## src/rtl/psd_pkg.sv

```systemverilog
package psd_pkg;
    localparam int HDR_PORT_W = 3;
    localparam int CODE_W     = 4;
    localparam int LEN_W      = 12;
    localparam int BYTE_W     = 8;

    typedef enum logic [2:0] {
        ST_HDR, ST_LEN, ST_DATA, ST_PARAM, ST_EXT_ARG, ST_VCOUNT, ST_DROP
    } psd_state_e;

    typedef enum logic [1:0] {
        CK_REG  = 2'd0,
        CK_EXT  = 2'd1,
        CK_SKIP = 2'd2
    } psd_kind_e;

    typedef enum logic [2:0] {
        CL_DATA, CL_REG, CL_EXT, CL_RSV3, CL_FIX4, CL_VAR
    } psd_class_e;
endpackage

```

## src/rtl/psd_hdr_decode.sv

```systemverilog
module psd_hdr_decode
    import psd_pkg::*;
(
    input  logic [BYTE_W-1:0]     hdr_byte,
    output psd_class_e            cls,
    output logic [CODE_W-1:0]     code,
    output logic [HDR_PORT_W-1:0] port
);
    always_comb begin
        code = hdr_byte[6:3];
        port = hdr_byte[2:0];
        if (!hdr_byte[7])           cls = CL_DATA;
        else if (code < 4'h8)       cls = CL_REG;
        else if (code == 4'h9)      cls = CL_EXT;
        else if (code <= 4'hB)      cls = CL_RSV3;
        else if (code <= 4'hD)      cls = CL_FIX4;
        else                        cls = CL_VAR;
    end
endmodule

```

## src/rtl/psd_down_counter.sv

```systemverilog
module psd_down_counter #(
    parameter int W = 12
) (
    input  logic         clk,
    input  logic         rst_n,
    input  logic         load,
    input  logic [W-1:0] load_val,
    input  logic         dec,
    output logic [W-1:0] count,
    output logic         at_one
);
    always_ff @(posedge clk) begin
        if (!rst_n)    count <= '0;
        else if (load) count <= load_val;
        else if (dec)  count <= count - W'(1);
    end

    assign at_one = (count == W'(1));
endmodule

```

## src/rtl/psd_credit_guard.sv

```systemverilog
module psd_credit_guard
    import psd_pkg::*;
#(
    parameter int NPORTS   = 8,
    parameter int CREDIT_W = 16
) (
    input  logic                       clk,
    input  logic                       rst_n,
    input  logic                       chk_en,
    input  logic [HDR_PORT_W-1:0]      chk_port,
    input  logic [LEN_W-1:0]           chk_len,
    input  logic [NPORTS*CREDIT_W-1:0] credit_flat,
    output logic [NPORTS-1:0]          ovf_o
);
    localparam int CMP_W = (CREDIT_W > LEN_W) ? CREDIT_W : LEN_W;

    logic [NPORTS-1:0] exceed;

    for (genvar g = 0; g < NPORTS; g++) begin : g_port
        logic [CREDIT_W-1:0] credit_g;
        assign credit_g  = credit_flat[g*CREDIT_W +: CREDIT_W];
        assign exceed[g] = chk_en && (chk_port == HDR_PORT_W'(g))
                           && (CMP_W'(chk_len) > CMP_W'(credit_g));

        always_ff @(posedge clk) begin
            if (!rst_n) ovf_o[g] <= 1'b0;
            else        ovf_o[g] <= ovf_o[g] | exceed[g];
        end
    end

    // flags never clear outside reset
    a_r10_sticky: assert property (@(posedge clk) disable iff (!rst_n)
        ($past(ovf_o) & ~ovf_o) == '0);
    // a flag only changes after a length check
    a_r10_cause: assert property (@(posedge clk) disable iff (!rst_n)
        (ovf_o != $past(ovf_o)) |-> $past(chk_en));
endmodule

```

## src/rtl/port_stream_demux.sv

```systemverilog
module port_stream_demux
    import psd_pkg::*;
#(
    parameter int NPORTS   = 8,
    parameter int CREDIT_W = 16
) (
    input  logic                       clk,
    input  logic                       rst_n,
    input  logic                       in_valid,
    input  logic [7:0]                 in_data,
    output logic                       in_ready,
    input  logic [NPORTS*CREDIT_W-1:0] credit_i,
    output logic                       dout_valid,
    output logic [7:0]                 dout_data,
    output logic [2:0]                 dout_port,
    output logic                       dout_last,
    input  logic                       dout_ready,
    output logic                       cmd_valid,
    output logic [1:0]                 cmd_kind,
    output logic [2:0]                 cmd_port,
    output logic [3:0]                 cmd_code,
    output logic [7:0]                 cmd_sub,
    output logic [7:0]                 cmd_param,
    output logic [NPORTS-1:0]          overflow_o
);
    psd_state_e              state_q, state_d;
    psd_class_e              dec_cls, cls_q;
    logic [CODE_W-1:0]       dec_code, code_q;
    logic [HDR_PORT_W-1:0]   dec_port, port_q;
    logic [BYTE_W-1:0]       sub_q;

    logic                    acc;
    logic                    cnt_load, cnt_dec, cnt_one;
    logic [LEN_W-1:0]        cnt_val, cnt_q;
    logic [LEN_W-1:0]        seg_len;
    logic                    chk_en;
    logic                    emit;
    psd_kind_e               emit_kind;
    psd_kind_e               kind_q;

    psd_hdr_decode u_dec (
        .hdr_byte (in_data),
        .cls      (dec_cls),
        .code     (dec_code),
        .port     (dec_port)
    );

    psd_down_counter #(.W(LEN_W)) u_cnt (
        .clk      (clk),
        .rst_n    (rst_n),
        .load     (cnt_load),
        .load_val (cnt_val),
        .dec      (cnt_dec),
        .count    (cnt_q),
        .at_one   (cnt_one)
    );

    psd_credit_guard #(.NPORTS(NPORTS), .CREDIT_W(CREDIT_W)) u_guard (
        .clk         (clk),
        .rst_n       (rst_n),
        .chk_en      (chk_en),
        .chk_port    (port_q),
        .chk_len     (seg_len),
        .credit_flat (credit_i),
        .ovf_o       (overflow_o)
    );

    // payload path is combinational; everything else is always accepted
    assign in_ready   = (state_q == ST_DATA) ? dout_ready : 1'b1;
    assign dout_valid = (state_q == ST_DATA) && in_valid;
    assign dout_data  = in_data;
    assign dout_port  = port_q;
    assign dout_last  = cnt_one;
    assign acc        = in_valid && in_ready;
    assign seg_len    = {code_q, in_data};

    // next state and control
    always_comb begin
        state_d   = state_q;
        cnt_load  = 1'b0;
        cnt_val   = '0;
        cnt_dec   = 1'b0;
        chk_en    = 1'b0;
        emit      = 1'b0;
        emit_kind = CK_SKIP;
        unique case (state_q)
            ST_HDR: if (acc) begin
                unique case (dec_cls)
                    CL_DATA: state_d = ST_LEN;
                    CL_REG,
                    CL_EXT:  state_d = ST_PARAM;
                    CL_RSV3: begin
                        cnt_load = 1'b1;
                        cnt_val  = LEN_W'(2);
                        state_d  = ST_DROP;
                    end
                    CL_FIX4: begin
                        cnt_load = 1'b1;
                        cnt_val  = LEN_W'(3);
                        state_d  = ST_DROP;
                    end
                    CL_VAR:  state_d = ST_VCOUNT;
                    default: state_d = ST_HDR;
                endcase
            end
            ST_LEN: if (acc) begin
                chk_en = 1'b1;
                if (seg_len == '0) begin
                    state_d = ST_HDR;
                end else begin
                    cnt_load = 1'b1;
                    cnt_val  = seg_len;
                    state_d  = ST_DATA;
                end
            end
            ST_DATA: if (acc) begin
                cnt_dec = 1'b1;
                if (cnt_one) state_d = ST_HDR;
            end
            ST_PARAM: if (acc) begin
                if (cls_q == CL_REG) begin
                    emit      = 1'b1;
                    emit_kind = CK_REG;
                    state_d   = ST_HDR;
                end else begin
                    state_d = ST_EXT_ARG;
                end
            end
            ST_EXT_ARG: if (acc) begin
                emit      = 1'b1;
                emit_kind = CK_EXT;
                state_d   = ST_HDR;
            end
            ST_VCOUNT: if (acc) begin
                if (in_data == '0) begin
                    emit    = 1'b1;
                    state_d = ST_HDR;
                end else begin
                    cnt_load = 1'b1;
                    cnt_val  = LEN_W'(in_data);
                    state_d  = ST_DROP;
                end
            end
            ST_DROP: if (acc) begin
                cnt_dec = 1'b1;
                if (cnt_one) begin
                    emit    = 1'b1;
                    state_d = ST_HDR;
                end
            end
            default: state_d = ST_HDR;
        endcase
    end

    // state register
    always_ff @(posedge clk) begin
        if (!rst_n) state_q <= ST_HDR;
        else        state_q <= state_d;
    end

    // header and sub-command capture
    always_ff @(posedge clk) begin
        if (!rst_n) begin
            cls_q  <= CL_DATA;
            code_q <= '0;
            port_q <= '0;
            sub_q  <= '0;
        end else if (acc) begin
            if (state_q == ST_HDR) begin
                cls_q  <= dec_cls;
                code_q <= dec_code;
                port_q <= dec_port;
            end
            if (state_q == ST_PARAM) sub_q <= in_data;
        end
    end

    // command strobe outputs
    always_ff @(posedge clk) begin
        if (!rst_n) begin
            cmd_valid <= 1'b0;
            kind_q    <= CK_SKIP;
            cmd_port  <= '0;
            cmd_code  <= '0;
            cmd_sub   <= '0;
            cmd_param <= '0;
        end else begin
            cmd_valid <= emit;
            if (emit) begin
                kind_q    <= emit_kind;
                cmd_port  <= port_q;
                cmd_code  <= code_q;
                cmd_sub   <= (emit_kind == CK_EXT) ? sub_q : '0;
                cmd_param <= (emit_kind == CK_SKIP) ? '0 : in_data;
            end
        end
    end

    assign cmd_kind = kind_q;

    // strobe lasts one cycle
    a_r12_cmd_pulse: assert property (@(posedge clk) disable iff (!rst_n)
        cmd_valid |=> !cmd_valid);
    // strobe only follows an accepted byte
    a_r12_cmd_after_byte: assert property (@(posedge clk) disable iff (!rst_n)
        cmd_valid |-> $past(in_valid && in_ready));
    // register writes carry codes 0..7
    a_r5_reg_code: assert property (@(posedge clk) disable iff (!rst_n)
        (cmd_valid && cmd_kind == 2'd0) |-> (cmd_code < 4'h8));
    // extended strobes carry code 9
    a_r6_ext_code: assert property (@(posedge clk) disable iff (!rst_n)
        (cmd_valid && cmd_kind == 2'd1) |-> (cmd_code == 4'h9));
    // after the last payload byte no payload is offered
    a_r3_last_ends: assert property (@(posedge clk) disable iff (!rst_n)
        (dout_valid && dout_ready && dout_last) |=> !dout_valid);
endmodule

```

## config.mk

```make
export PLATFORM = sky130hd
export DESIGN_NAME = port_stream_demux
export DESIGN_NICKNAME = d
export VERILOG_FILES = /design/src/rtl/psd_pkg.sv /design/src/rtl/psd_hdr_decode.sv /design/src/rtl/psd_down_counter.sv /design/src/rtl/psd_credit_guard.sv /design/src/rtl/port_stream_demux.sv
export SDC_FILE = /design/constraint.sdc
export NUM_CORES = 1
export LEC_CHECK = 0
export BUFFER_PORTS_ARGS = -buffer_cell sky130_fd_sc_hd__buf_2
export CORE_ASPECT_RATIO = 1.5
export CORE_MARGIN = 2
export CORE_UTILIZATION = 50
export CTS_BUF_LIST = sky130_fd_sc_hd__clkbuf_16
export CTS_CLUSTER_DIAMETER = 100
export DETAILED_ROUTE_END_ITERATION = 6
export HOLD_SLACK_MARGIN = 0.05
export PLACE_DENSITY_LB_ADDON = 0.1
export SLEW_MARGIN = 20
export SYNTH_ARGS = -nofsm -noshare
export SYNTH_HDL_FRONTEND = slang
export SYNTH_SLANG_ARGS = --single-unit
```

## constraint.sdc

```tcl
create_clock -name clk -period 2.75 [get_ports clk]
set_clock_uncertainty 0.2 [all_clocks]
set_input_delay 0.1375 -clock clk [delete_from_list [all_inputs] [get_ports clk]]
set_output_delay 0.1375 -clock clk [all_outputs]
set_load 0.01 [all_outputs]
```

==> reports/metrics.csv <==
stage,metric,value,unit
sta,Tcrit/Tclk final,0.878,
power,PwrDens,440,mW/mm^2
worst_setup_path,Buf/Inv on CP,2,
hold_path,Hold Crit Class,input port to flop,
hold_path,hold-critical path depth,5,
worst_setup_path,Setup CP Type,input port to flop,
route,post-route antenna net violation count,0,
grt,remaining global-route overflow,0,
worst_setup_path,Critical Path Max Stage Delay,0.55,ns
cells_and_area,Synth-to-Final Area Change,26.3,%
synth,Post-synth EDFFs,0,
clocking,Resize count post-CTS,0,
worst_setup_path,family with the most delay on the worst path,compound AO/OA/AOI/OAI gates,
sta,Worst slew margin,0.489,
sta,Hold Fails Final Rpt,0,
cells_and_area,diode count,0,
flow_run,Max-cap violations,0,
synth,"Net Count, Synth",935,
route,DRT Pass-1 Iters,5,
clocking,CTS Buf Count,9,
synth,largest family of logic cells by synthesized area,adder cells,
floorplanning,row cnt,47,
grt,first-pass GRT wire length,28700,um
cells_and_area,NumNets Final,1125,
grt,largest net degree at the start of global routing,29,
sta,Max Slew Vio Count,0,
floorplanning,Initial Util,0.510,
floorplanning,floorplan die width,90.2,um
clocking,CTS H-tree depth,3,
clocking,"Clk pin slew, worst setup/hold paths",0.06,ns
floorplanning,Ports,188,
synth,post-synthesis mux area share,0,
clocking,clk root buf,clkbuf_16,
sta,Slew @ Worst Pin,0.760,ns
sta,post-route setup TNS,0,ns
worst_setup_path,critical path arrival,2.45,ns
synth,Yosys reg bits,67,
cells_and_area,Fillers,1036,
synth,post-synthesis sequential area ratio,0.241,
clocking,clk_lat worst skew,0.35,ns
floorplanning,die height,133,um
worst_setup_path,CP max FO,11,
worst_setup_path,CP required,2.79,ns
worst_setup_path,critical path depth,7,
route,drt wl/cell,17.3,um
placement,DP Area,0.00664,sq mm
route,total wire length,18000,um
worst_setup_path,R2R depth,5,
worst_setup_path,Worst Setup End Kind,flop,
synth,synthesized area per cell,8.00,sq um
sta,crit path time final,2.42,ns
route,routed vias/inst,5.70,
synth,Compound-Gate Fraction of Synth Area,0.217,
floorplanning,core area,0.0109,sq mm
synth,warning count from the yosys run,0,
power,peak supply drop,0.299,mV
grt,GRT Total Usage,0.297,
power,Leakage Power,3.63,nW
synth,Netlist cell types,67,
placement,number of port buffers,187,
synth,"FFs w/ async S/R, synth",0,
grt,initial antenna violation count,0,
cells_and_area,layout cells sized above 1,0.270,
sta,unrepaired setup endpoints after global routing,no,
synth,Simple-Gate Fraction of Synth Area,0.217,
synth,Cells after Synth,697,
worst_setup_path,critical path cell sequence,dlygate4sd3_1 > buf_2 > nor4_4 > o211ai_2 > a22oi_2 > a21oi_1 > o211a_1,
route,Iter 0 DRT Violations,270,
worst_setup_path,nature of the critical path startpoint,input port,
placement,hpwl dp,13900,um
clocking,Sinks on Clock Net,67,
synth,Post-Syn Area,0.00558,sq mm
route,via count,5923,
clocking,CTS Buffer Depth,2,
floorplanning,full die area,0.0120,sq mm
status,status,finished clean,
cells_and_area,fin area,0.00704,sq mm
clocking,CTS tree,built,
sta,Max Freq,414,MHz
synth,Post-synth top flop,dfxtp_1,
route,residual DRC count,0,
grt,vias in the first global route,6021,
worst_setup_path,slowest cell on the critical path,dlygate4sd3_1,
sta,Final setup viols,0,
placement,Placer Congestion,0.915,
synth,Synth Area in XOR/XNOR,0.00785,
synth,fraction of the mapped netlist area in adder cells,0.220,
clocking,Setup Buffers After CTS,0,
-- synthesized netlist by cell type, drive strengths merged (2+ instances only) --
| cell type | n | area share |
|---|---|---|
| nand4 | 18 | 0.020 |
| nor4 | 16 | 0.024 |
| o211ai | 7 | 0.013 |
| and3 | 4 | 0.0045 |
| nor2b | 16 | 0.018 |
| a21o | 8 | 0.011 |
| and4b | 2 | 0.0036 |
| nor3b | 3 | 0.0040 |
| a22oi | 4 | 0.0063 |
| nand3 | 27 | 0.024 |
| a21boi | 2 | 0.0040 |
| and2 | 2 | 0.0022 |
| nor2 | 19 | 0.013 |
| a21bo | 7 | 0.013 |
| or4 | 3 | 0.0040 |
| or2 | 3 | 0.0034 |
| ha | 98 | 0.22 |
| or3 | 2 | 0.0022 |
| o21ai | 24 | 0.022 |
| inv | 95 | 0.064 |
| and4 | 7 | 0.011 |
| buf | 24 | 0.026 |
| nor3 | 19 | 0.017 |
| nand3b | 3 | 0.0040 |
| dfxtp | 67 | 0.24 |
| or3b | 2 | 0.0031 |
| nand2b | 4 | 0.0045 |
| clkbuf | 11 | 0.0074 |
| a211oi | 7 | 0.010 |
| a22o | 18 | 0.028 |
| nor4b | 3 | 0.0058 |
| o21a | 14 | 0.019 |
| a31oi | 8 | 0.0090 |
| xor2 | 5 | 0.0079 |
| a21oi | 65 | 0.060 |
| nand2 | 63 | 0.042 |
| a311oi | 4 | 0.0063 |
-- worst paths after layout --
check | startpoint | to | slack, ns
worst min register to register | cls_q[0] | cls_q[0] | 0.25
worst max register to register | state_q[0] | cmd_param[0] | 0.37
worst min-delay path | credit_i[125] | u_guard.ovf_o[7] | 0.06
worst max-delay path | in_data[4] | u_cnt.count[9] | 0.33
-- state kept, by name, indices dropped and copies added, names as in the netlist --
signal and cells:
cls_q 3, cmd_port 3, dout_port 3, cmd_sub 8, u_guard.ovf_o 8, u_cnt.count 12
code_q 4, cmd_kind 2, cmd_param 8, state_q 3, sub_q 8, cmd_code 4
cmd_valid 1
-- worst reg2reg max path: stages, from the launching register on --
cell and delay (ns):
dfxtp_1 0.64, nand2_1 0.20, or3b_1 0.47, o211ai_4 0.25
a21oi_4 0.23, a22o_1 0.28
-- cell usage in the layout (no fill, tap or decap), drive strengths merged, types with 2 or more instances in the layout --
cell type,instances
o21ai,24
and2,2
or4,3
dfxtp,67
nand2b,4
o211ai,7
or3,2
a21o,8
and4,7
a21boi,2
and3,4
o21a,14
a21oi,65
a31oi,8
a22o,18
a311oi,4
nand4,18
a211oi,7
nor4,16
nand3,27
dlygate4sd3,10
inv,99
nor3b,3
nor2,19
or2,3
clkbuf,9
nand2,63
ha,98
nor3,19
nand3b,3
nor2b,16
or3b,2
a22oi,4
and4b,2
nor4b,3
a21bo,7
xor2,5
buf,204
-- cells by family after synthesis --
| logic type | after synthesis |
|---|---|
| flip-flops | 67 |
| AND/OR/NAND/NOR | 219 |
| adder cells (fa/ha/maj) | 98 |
| XOR/XNOR | 5 |
| AO/OA/AOI/OAI | 178 |
| buffers and inverters | 130 |
-- power breakdown --
group | internal [mW] | switching [mW]
registers | 1.01 | 0.0606
logic | 0.359 | 0.460
clock network | 0.719 | 0.497
-- metrics by stage --
stage               utilization  cells  setup WS [ns]  total power [mW]  hold slack (ns)
global route              0.644   1039          0.175              3.26           0.0726
CTS                       0.644   1039          0.394              3.10           0.0671
floorplan                     -    697          0.796              1.57           0.0632
detailed placement        0.607   1013          0.421              1.88            0.237
global placement          0.607   1013          0.513              1.84            0.229
finish                    0.644   1039          0.334              3.10           0.0589
-- what timing repair did --
action	4_1_cts	5_1_grt
endpoints found under the hold margin	16	0
hold buffers	10	0
setup endpoints to repair	0	0
-- per-layer routing --
layer | up-vias | global-route usage | routed length [um]
li1 | 2881 | - | -
met1 | 2777 | 0.318 | 6760
met2 | 216 | 0.568 | 9700
met3 | 49 | 0.0373 | 896
met4 | 0 | 0.142 | 603
met5 | - | 0 | 0
-- cell type report --
class,instances,area (sq um),share of cell area
multi-input cells,500,3690,0.524
flip-flops and latches,67,1340,0.190
clock buffers,9,225,0.0320
repair buffers,214,1160,0.165
inverters,95,357,0.0506
well taps,147,184,0.0261
clock inverters,7,83.8,0.0119
No activity file was read; power rests on OpenSTA's default activity.
